===== config.mk =====
export PLATFORM = sky130hd
export DESIGN_NAME = sdw_divide_unit
export DESIGN_NICKNAME = d
export VERILOG_FILES = /design/src/rtl/sdiv_pkg.sv /design/src/rtl/xo_decode.sv /design/src/rtl/sdiv_step.sv /design/src/rtl/sdiv_flags.sv /design/src/rtl/sdw_divide_unit.sv
export SDC_FILE = /design/constraint.sdc
export NUM_CORES = 1
export LEC_CHECK = 0
export ABC_AREA = 1
export BUFFER_PORTS_ARGS = -buffer_cell sky130_fd_sc_hd__buf_2
export CORE_MARGIN = 5
export CORE_UTILIZATION = 40
export CTS_CLUSTER_SIZE = 16
export DETAILED_ROUTE_END_ITERATION = 16
export GPL_ROUTABILITY_DRIVEN = 1
export PLACE_DENSITY = 0.67
export SLEW_MARGIN = 20
export SYNTH_ARGS = -nofsm -noshare
export SYNTH_HDL_FRONTEND = slang
export SYNTH_SLANG_ARGS = --single-unit
export TNS_END_PERCENT = 30

===== constraint.sdc =====
create_clock -name clk -period 2.9 [get_ports clk]
set_input_delay 0.29 -clock clk [delete_from_list [all_inputs] [get_ports clk]]
set_output_delay 0.29 -clock clk [all_outputs]
set_load 0.01 [all_outputs]

===== src/rtl/sdiv_pkg.sv =====
`timescale 1ns/1ps
package sdiv_pkg;
    localparam int unsigned PRIM_OP = 31;
    localparam int unsigned EXT_OP  = 489;

    typedef enum logic [1:0] {
        ST_IDLE  = 2'd0,
        ST_SETUP = 2'd1,
        ST_ITER  = 2'd2,
        ST_FIN   = 2'd3
    } dv_state_e;

    typedef struct packed {
        logic       ok;
        logic       oe;
        logic       rc;
        logic [4:0] dst;
        logic [4:0] ra;
        logic [4:0] rb;
    } xo_fields_t;
endpackage


===== src/rtl/xo_decode.sv =====
`timescale 1ns/1ps
module xo_decode
    import sdiv_pkg::*;
(
    input  logic [31:0] insn,
    output xo_fields_t  fld
);
    always_comb begin
        fld.ok  = (insn[31:26] == 6'(PRIM_OP)) && (insn[9:1] == 9'(EXT_OP));
        fld.dst = insn[25:21];
        fld.ra  = insn[20:16];
        fld.rb  = insn[15:11];
        fld.oe  = insn[10];
        fld.rc  = insn[0];
    end
endmodule


===== src/rtl/sdiv_step.sv =====
`timescale 1ns/1ps
// One restoring iteration: shift the next dividend bit into the partial
// remainder, subtract the divisor when it fits, shift the quotient bit in.
module sdiv_step #(
    parameter int W = 64
) (
    input  logic [W-1:0] rem,
    input  logic [W-1:0] dvd,
    input  logic [W-1:0] dvs,
    output logic [W-1:0] rem_nx,
    output logic [W-1:0] dvd_nx
);
    logic [W:0] trial;
    logic       fits;

    always_comb begin
        trial  = {rem, dvd[W-1]} - {1'b0, dvs};
        fits   = ~trial[W];
        rem_nx = fits ? trial[W-1:0] : {rem[W-2:0], dvd[W-1]};
        dvd_nx = {dvd[W-2:0], fits};
    end
endmodule


===== src/rtl/sdiv_flags.sv =====
`timescale 1ns/1ps
module sdiv_flags #(
    parameter int W = 64
) (
    input  logic [W-1:0] quo,
    input  logic         ovf,
    input  logic         oe,
    input  logic         rc,
    input  logic         so_prev,
    output logic         ov_we,
    output logic         ov,
    output logic         so_we,
    output logic         so_new,
    output logic         cr_we,
    output logic [3:0]   cr
);
    logic is_neg, is_zero;

    always_comb begin
        is_neg  = quo[W-1];
        is_zero = (quo == '0);
        ov_we   = oe;
        ov      = ovf;
        so_we   = oe;
        so_new  = so_prev | (oe & ovf);
        cr_we   = rc;
        cr      = {is_neg, ~is_neg & ~is_zero, is_zero, so_new};
    end
endmodule


===== src/rtl/sdw_divide_unit.sv =====
`timescale 1ns/1ps
module sdw_divide_unit
    import sdiv_pkg::*;
#(
    parameter int W = 64
) (
    input  logic         clk,
    input  logic         rst_n,
    input  logic         start,
    input  logic [31:0]  insn,
    input  logic [W-1:0] op_a,
    input  logic [W-1:0] op_b,
    input  logic         so_in,
    output logic         insn_ok,
    output logic [4:0]   ra_idx,
    output logic [4:0]   rb_idx,
    output logic         busy,
    output logic         done,
    output logic [W-1:0] quotient,
    output logic [4:0]   dst_idx,
    output logic         ov_we,
    output logic         ov,
    output logic         so_we,
    output logic         so_out,
    output logic         cr_we,
    output logic [3:0]   cr0
);
    localparam int          CW       = $clog2(W + 1);
    localparam logic [W-1:0] MOST_NEG = {1'b1, {(W-1){1'b0}}};
    localparam logic [CW-1:0] LAST_IT = CW'(W - 1);

    typedef struct packed {
        dv_state_e   st;
        logic [CW-1:0] cnt;
        logic [W-1:0] a;      // dividend, then magnitude/quotient shift reg
        logic [W-1:0] b;      // divisor, then its magnitude
        logic [W-1:0] rem;
        logic         neg;
        logic         ovf;
        logic         oe;
        logic         rc;
        logic         so;
        logic [4:0]   dst;
        logic         done;
        logic [W-1:0] res;
        logic [4:0]   dst_o;
        logic         ov_we;
        logic         ov;
        logic         so_we;
        logic         so_o;
        logic         cr_we;
        logic [3:0]   cr;
    } regs_t;

    regs_t        r_q, r_d;
    xo_fields_t   dec;
    logic [W-1:0] step_rem, step_dvd, fin_quo;
    logic         setup_ovf;
    logic         f_ov_we, f_ov, f_so_we, f_so, f_cr_we;
    logic [3:0]   f_cr;

    xo_decode u_dec (
        .insn (insn),
        .fld  (dec)
    );

    sdiv_step #(.W(W)) u_step (
        .rem    (r_q.rem),
        .dvd    (r_q.a),
        .dvs    (r_q.b),
        .rem_nx (step_rem),
        .dvd_nx (step_dvd)
    );

    assign fin_quo = r_q.ovf ? '0 : (r_q.neg ? (W'(0) - r_q.a) : r_q.a);

    sdiv_flags #(.W(W)) u_flags (
        .quo     (fin_quo),
        .ovf     (r_q.ovf),
        .oe      (r_q.oe),
        .rc      (r_q.rc),
        .so_prev (r_q.so),
        .ov_we   (f_ov_we),
        .ov      (f_ov),
        .so_we   (f_so_we),
        .so_new  (f_so),
        .cr_we   (f_cr_we),
        .cr      (f_cr)
    );

    always_comb begin
        r_d       = r_q;
        r_d.done  = 1'b0;
        setup_ovf = (r_q.b == '0) || ((r_q.a == MOST_NEG) && (r_q.b == '1));
        unique case (r_q.st)
            ST_IDLE: begin
                if (start && dec.ok) begin
                    r_d.st  = ST_SETUP;
                    r_d.a   = op_a;
                    r_d.b   = op_b;
                    r_d.oe  = dec.oe;
                    r_d.rc  = dec.rc;
                    r_d.so  = so_in;
                    r_d.dst = dec.dst;
                end
            end
            ST_SETUP: begin
                r_d.neg = r_q.a[W-1] ^ r_q.b[W-1];
                r_d.ovf = setup_ovf;
                r_d.a   = r_q.a[W-1] ? (W'(0) - r_q.a) : r_q.a;
                r_d.b   = r_q.b[W-1] ? (W'(0) - r_q.b) : r_q.b;
                r_d.rem = '0;
                r_d.cnt = '0;
                r_d.st  = setup_ovf ? ST_FIN : ST_ITER;
            end
            ST_ITER: begin
                r_d.a   = step_dvd;
                r_d.rem = step_rem;
                r_d.cnt = r_q.cnt + 1'b1;
                if (r_q.cnt == LAST_IT) begin
                    r_d.st = ST_FIN;
                end
            end
            ST_FIN: begin
                r_d.st    = ST_IDLE;
                r_d.done  = 1'b1;
                r_d.res   = fin_quo;
                r_d.dst_o = r_q.dst;
                r_d.ov_we = f_ov_we;
                r_d.ov    = f_ov;
                r_d.so_we = f_so_we;
                r_d.so_o  = f_so;
                r_d.cr_we = f_cr_we;
                r_d.cr    = f_cr;
            end
            default: r_d.st = ST_IDLE;
        endcase
    end

    always_ff @(posedge clk or negedge rst_n) begin
        if (!rst_n) begin
            r_q <= '0;
        end else begin
            r_q <= r_d;
        end
    end

    assign insn_ok  = dec.ok;
    assign ra_idx   = dec.ra;
    assign rb_idx   = dec.rb;
    assign busy     = (r_q.st != ST_IDLE);
    assign done     = r_q.done;
    assign quotient = r_q.res;
    assign dst_idx  = r_q.dst_o;
    assign ov_we    = r_q.ov_we;
    assign ov       = r_q.ov;
    assign so_we    = r_q.so_we;
    assign so_out   = r_q.so_o;
    assign cr_we    = r_q.cr_we;
    assign cr0      = r_q.cr;
endmodule


==> impl_metrics.ini, run 1 <==
[power]
p_per_area_nw_per_um2 = 1020
p_leak_nw = 13.5
irDropWorstVdd_mv = 0.633

[global_routing]
gr-total-overflow = 0
grt_start_max_net_pins = 69
grt_use_total_pct = 30.2
grt_pass1_vias = 25600
grt_pass1_wl_mm = 151
antenna_found_initial = 0

[clock_network]
cts_inserted_buffers = 38
htree_levels = 2
clock-root-buffer = clkbuf_16
clkTransAtPathRegs_ns = 0.06
cts.path.max_buffers = 3
cts_sinks = 287
cts_tree = built
insertion_delay_ns = 0.59

[floorplanning]
core_area_um2 = 58900
fp.dieW_um = 254
die_h_um = 254
initial_core_util_pct = 40.3
num_rows = 89
ioPinCount = 255
dieArea_um2 = 64300

[run]
max_cap_viol_count = 0

[worst_setup_path]
reg2reg_from = r_q[164]
reg2reg_depth = 14
startpoint = r_q[164]
cp_max_fo = 4
crit_type = reg2reg
crit_required_ns = 3.36
arrival_ns = 3.25
endpoint = r_q[141]
r2r_slack_ns = 0.11
cp-start-kind = register
reg2reg_to = r_q[141]
endpoint_kind = register

[logic_synthesis]
synth-seq-cells = 287
synthTopCellsByArea = dfrtp_1 (30%), nand2_1 (15%), nor2_1 (6.9%)
syn_area_um2 = 23700
ys.flop_type = dfrtp_1
async_flop_share_pct = 100
avgSynthCellArea_um2 = 6.44
synth_cells = 3681
synth.largest_area_cell = dfrtp_1
synth_edf_count = 0
synth-seq-area-share_pct = 30.3
ys_warn_count = 0
syn-num-nets = 3919
synth.top_cell.area_share_pct = 30.3
synth_cell_types = 65

[route]
ant_nets = 0
first_pass_iters = 6
vias = 26600
drc = 0
drt_iter0_markers = 2472
viasPerCell = 5.53
wl_per_cell_um = 20.9
routed_wl_mm = 101

[sta]
grt_setup_unrepaired = true
finalHoldViolCount = 0
clock_skew_ns = 0.0402
setup_violations = 0
timing.hold.ws_ns = 0.0231
slew_headroom_pct = 55.8
post-route-period-util_pct = 96.3
finalWorstSetupSlack_ns = 0.107
drv_slew = 0
finalCriticalPeriod_ns = 2.79
tightest_slew_ns = 0.657
max_freq_mhz = 358

[layout]
layout_commonest_cell = nand2_1
nets = 4252
synthToLayoutAreaGrowth_pct = 20.0
fillers = 6101
num_antenna_cells = 0
drive_gt1_share_pct = 16.7
finalNonFillerCells = 4809
final_cell_mix = nand2_1 (964), nor2_1 (427), inv_1 (393)

[worst_hold_path]
min_path_type = in2reg

[place]
dp_cells = 4715
pre_cts_ws_ns = 0.0332
hpwl_mm = 80.4
gp_congestion = 1.05
port_buffers = 234

[outcome]
status = completed
-- cells in the mapped netlist, types with 35 or more instances --
master and number:
dfrtp_1 287, a22oi_1 72, nand4_1 52, clkbuf_1 101, a21oi_1 258, o21ai_0 267, nor3_1 35, nor2_1 435
nand3_1 270, inv_1 403, nand2_1 971, buf_4 90, ha_1 73
-- per-layer routing --
metal	global-route usage (%)	vias to the layer above	part of all wire (%)
met5	0	-	0
met4	15.0	0	6.1
met3	4.71	258	7.1
met2	50.5	1141	47
met1	38.1	12400	40
li1	-	12800	-
-- area by class of cell --
cell class / instances / area [um2] / area share [%]
Multi-Input combinational cell: 2763 / 14000 / 49.3
Sequential cell: 287 / 7190 / 25.3
Timing Repair Buffer: 503 / 3500 / 12.3
Inverter: 421 / 1580 / 5.56
Clock buffer: 48 / 1030 / 3.62
Tap cell: 773 / 967 / 3.40
Clock inverter: 14 / 148 / 0.519
-- registers in the layout, summed over array words and instances (netlist names) --
signal and cells:
ov 1, cr_we 1, dst_idx 5, cr0 3, quotient 64, done 1, r_q 211, so_we 1
-- logic make-up (layout without fill, tap and decap cells) --
| kind of cell | after synthesis | after routing | synth area share, % |
|---|---|---|---|
| buffers and inverters | 631 | 986 | 11.6 |
| adders and majority gates | 74 | 74 | 3.93 |
| DFF | 287 | 287 | 30.3 |
| and+or+nand+nor | 1871 | 1871 | 33.5 |
| muxes | 8 | 8 | 0.380 |
| xor gates and xnor gates | 43 | 43 | 1.59 |
| AOI/OAI and AO/OA | 767 | 767 | 18.7 |
-- repair_timing --
item | CTS | global route
hold buffers | 29 | 0
setup buffers | 0 | 3
endpoints found under the hold margin | 80 | 0
setup endpoints to repair | 0 | 68
gates resized for setup | 0 | 61
-- metrics by stage --
stage	instance area [um2]	TNS [ns]	utilization, %	power, W
2_1_floorplan	23700	0	-	0.0171
3_3_place_gp	26700	0	45.4	0.0238
3_5_place_dp	26700	0	45.4	0.0239
4_1_cts	28200	0	47.9	0.0287
5_1_grt	28500	-0.0357	48.3	0.0310
6_report	28500	0	48.3	0.0291
-- worst min path at each step --
stage / cells past startpoint / endpoint / startpoint / slack [ns]
after floorplan: 0 / cr0[0] / rst_n / -0.006
after global placement: 1 / quotient[19] / rst_n / 0.23
after detailed placement: 1 / quotient[13] / rst_n / 0.22
after CTS: 3 / r_q[157] / op_b[4] / 0.0005
after global routing: 3 / r_q[194] / op_b[41] / 0.03
final: 3 / r_q[206] / op_b[53] / 0.02
-- critical path, stage by stage, from the launching register on --
cell     delay (ns)
dfrtp_1        0.41
inv_1          0.20
ha_1           0.34
a21oi_1        0.24
o21ai_1        0.13
a21oi_1        0.36
nand2_2        0.19
nand3_1        0.11
nand2_1        0.15
nand4_1        0.21
nand2_1        0.07
nand2_1        0.07
nand3_1        0.07
nand3_1        0.07
nand2_1        0.05
-- power by group --
group          switching, W  leakage, nW  internal [W]
sequential          0.00109         3.61       0.00550
combinational        0.0118         9.33       0.00596
clock               0.00198        0.578       0.00269
total                0.0149         13.5        0.0141
Note: power is estimated with default switching activity, not from simulation.
==> run 2: changes to the inputs <==
CELL_PAD_IN_SITES_DETAIL_PLACEMENT = 0   (was unset)
CELL_PAD_IN_SITES_GLOBAL_PLACEMENT = 1   (was unset)
PLACE_DENSITY = 0.86   (was 0.67)
==> run 2 against run 1 <==
Compared with the run above: design area rose by 1.9%; total power up 2.6%; largest power group unchanged; setup slack got worse by 0.043 ns; cell count up 0.89%; non-clock buffer count up 41.
==> impl_metrics.ini, run 2 (same netlist as run 1, synthesis figures left out) <==
[layout]
layout_commonest_cell = nand2_1
top_register = r_q
synthToLayoutAreaGrowth_pct = 22.2
drive_gt1_share_pct = 18.3
largest_reg_flops = 211
final_cell_mix = nand2_1 (962), nor2_1 (409), inv_1 (396)
nets = 4292

[sta]
grt_setup_unrepaired = true
slew_headroom_pct = 57.5
setup_violations = 0
finalWorstSetupSlack_ns = 0.0637
drv_slew = 0
finalCriticalPeriod_ns = 2.84
tightest_slew_ns = 0.631
clock_skew_ns = 0.0239
max_freq_mhz = 353
finalHoldViolCount = 0
timing.hold.ws_ns = 0.0197
post-route-period-util_pct = 97.8

[worst_setup_path]
startpoint = r_q[222]
cp-start-kind = register
crit_required_ns = 3.36
arrival_ns = 3.30
endpoint_kind = register
crit_type = reg2reg
cp_max_fo = 4
reg2reg_from = r_q[222]

[global_routing]
grt_start_max_net_pins = 96
gr-total-overflow = 0
antenna_found_initial = 1
grt_pass1_wl_mm = 151
grt_pass1_vias = 25800
grt_use_total_pct = 30.2

[route]
viasPerCell = 5.53
ant_nets = 0
vias = 26800
drt_iter0_markers = 2588
drc = 0
routed_wl_mm = 101
wl_per_cell_um = 20.8
first_pass_iters = 8

[power]
seq_power_share_pct = 21.9
switching_share_pct = 50.3
switchingPower_w = 0.0150
p_per_area_nw_per_um2 = 1030
pwr-share-comb_pct = 60.8
irDropWorstVdd_mv = 1.01
p_leak_nw = 13.8
internal_power_w = 0.0148
clkPwrFrac_pct = 17.3

[clock_network]
cts_inserted_buffers = 37
htree_levels = 2
cts.path.max_buffers = 3
insertion_delay_ns = 0.58
clkTransAtPathRegs_ns = 0.07
clock-root-buffer = clkbuf_16
cts_sinks = 287
cts_tree = built

[place]
hpwl_mm = 80.0
pre_cts_ws_ns = -0.158
gp_congestion = 1.04
port_buffers = 234

[floorplanning]
dieArea_um2 = 64300
initial_core_util_pct = 40.3
fp.dieW_um = 254
ioPinCount = 255
num_rows = 89
die_h_um = 254
core_area_um2 = 58900

[run]
max_cap_viol_count = 0

[worst_hold_path]
hold_start = op_a[40]
min_path_type = in2reg

[outcome]
status = completed
## run 2: cell count changes in the layout (fill, tap and decap cells not counted), sizes merged
| cell | previous run | this run |
|---|---|---|
| clkinvlp | 2 | 3 |
| inv | 420 | 419 |
| clkinv | 11 | 8 |
| diode | 0 | 1 |
| buf | 474 | 519 |
| dlygate4sd3 | 29 | 24 |
| bufinv | 2 | 6 |
| clkbuf | 48 | 49 |
## run 2: worst paths after layout
| kind | end | slack (ns) | cells past startpoint |
|---|---|---|---|
| min | r_q[257] | 0.02 | 3 |
| max reg2reg | cr0[2] | 0.06 | 17 |
| min in group asynchronous | quotient[17] | 0.25 | 2 |
| max | cr0[2] | 0.06 | 17 |
| max in group asynchronous | r_q[202] | 1.72 | 3 |
| min reg2reg | r_q[287] | 0.47 | 1 |
## run 2: power by group through the flow
| stage | registers (W) | logic, W | clock network [W] |
|---|---|---|---|
| 2_1_floorplan | 0.00647 | 0.0106 | 0 |
| 5_1_grt | 0.00669 | 0.0196 | 0.00537 |
| 3_5_place_dp | 0.00653 | 0.0175 | 0 |
| 6_report | 0.00654 | 0.0181 | 0.00515 |
| 4_1_cts | 0.00648 | 0.0176 | 0.00523 |
| 3_3_place_gp | 0.00649 | 0.0175 | 0 |
## run 2: repair_timing
action                     CTS  global route
setup endpoints to repair    2            65
gates cloned                 0             1
setup buffers                0             5
pin swaps                    0             5
hold buffers                24             0
resized for setup            4            80
hold endpoints to repair    73             0
## run 2: layer usage
metal	vias to the layer above	global-route usage, %	routed length (um)
met3	269	4.77	7530
met2	1201	50.9	47300
met1	12400	37.7	40000
li1	12900	-	-
met4	0	14.8	6250
met5	-	0	0
## run 2: stage by stage
| step | cells | util (%) | power, W | setup TNS, ns | area, um2 |
|---|---|---|---|---|---|
| floorplan | 3681 | - | 0.0171 | 0 | 23700 |
| global placement | 4758 | 45.9 | 0.0240 | -0.138 | 27000 |
| detailed placement | 4758 | 45.9 | 0.0240 | -0.224 | 27000 |
| CTS | 4845 | 48.6 | 0.0293 | 0 | 28600 |
| global route | 4851 | 49.2 | 0.0317 | -0.0723 | 29000 |
| finish | 4852 | 49.2 | 0.0298 | 0 | 29000 |
## run 2: cell type report
class	instances	area, um2
Tap cell	773	967
Clock inverter	15	259
Fill cell	6178	29900
Sequential cell	287	7190
Antenna cell	1	2.50
Timing Repair Buffer	544	3800
Inverter	421	1580
Clock buffer	48	1070
Multi-Input combinational cell	2763	14100
## run 2: worst max-delay path, stage by stage, from the launching register on
cell	delay, ns
dfrtp_1	0.40
nor2_2	0.07
buf_4	0.12
nand2_1	0.11
nor2_1	0.10
nand2_1	0.22
nor2_1	0.11
buf_4	0.15
nand2_1	0.07
nand2_1	0.05
o21ai_0	0.35
nand2_1	0.10
nor2_1	0.23
nand3_1	0.21
nor2_1	0.14
nand2_1	0.10
nor2_1	0.14
nor2_1	0.05
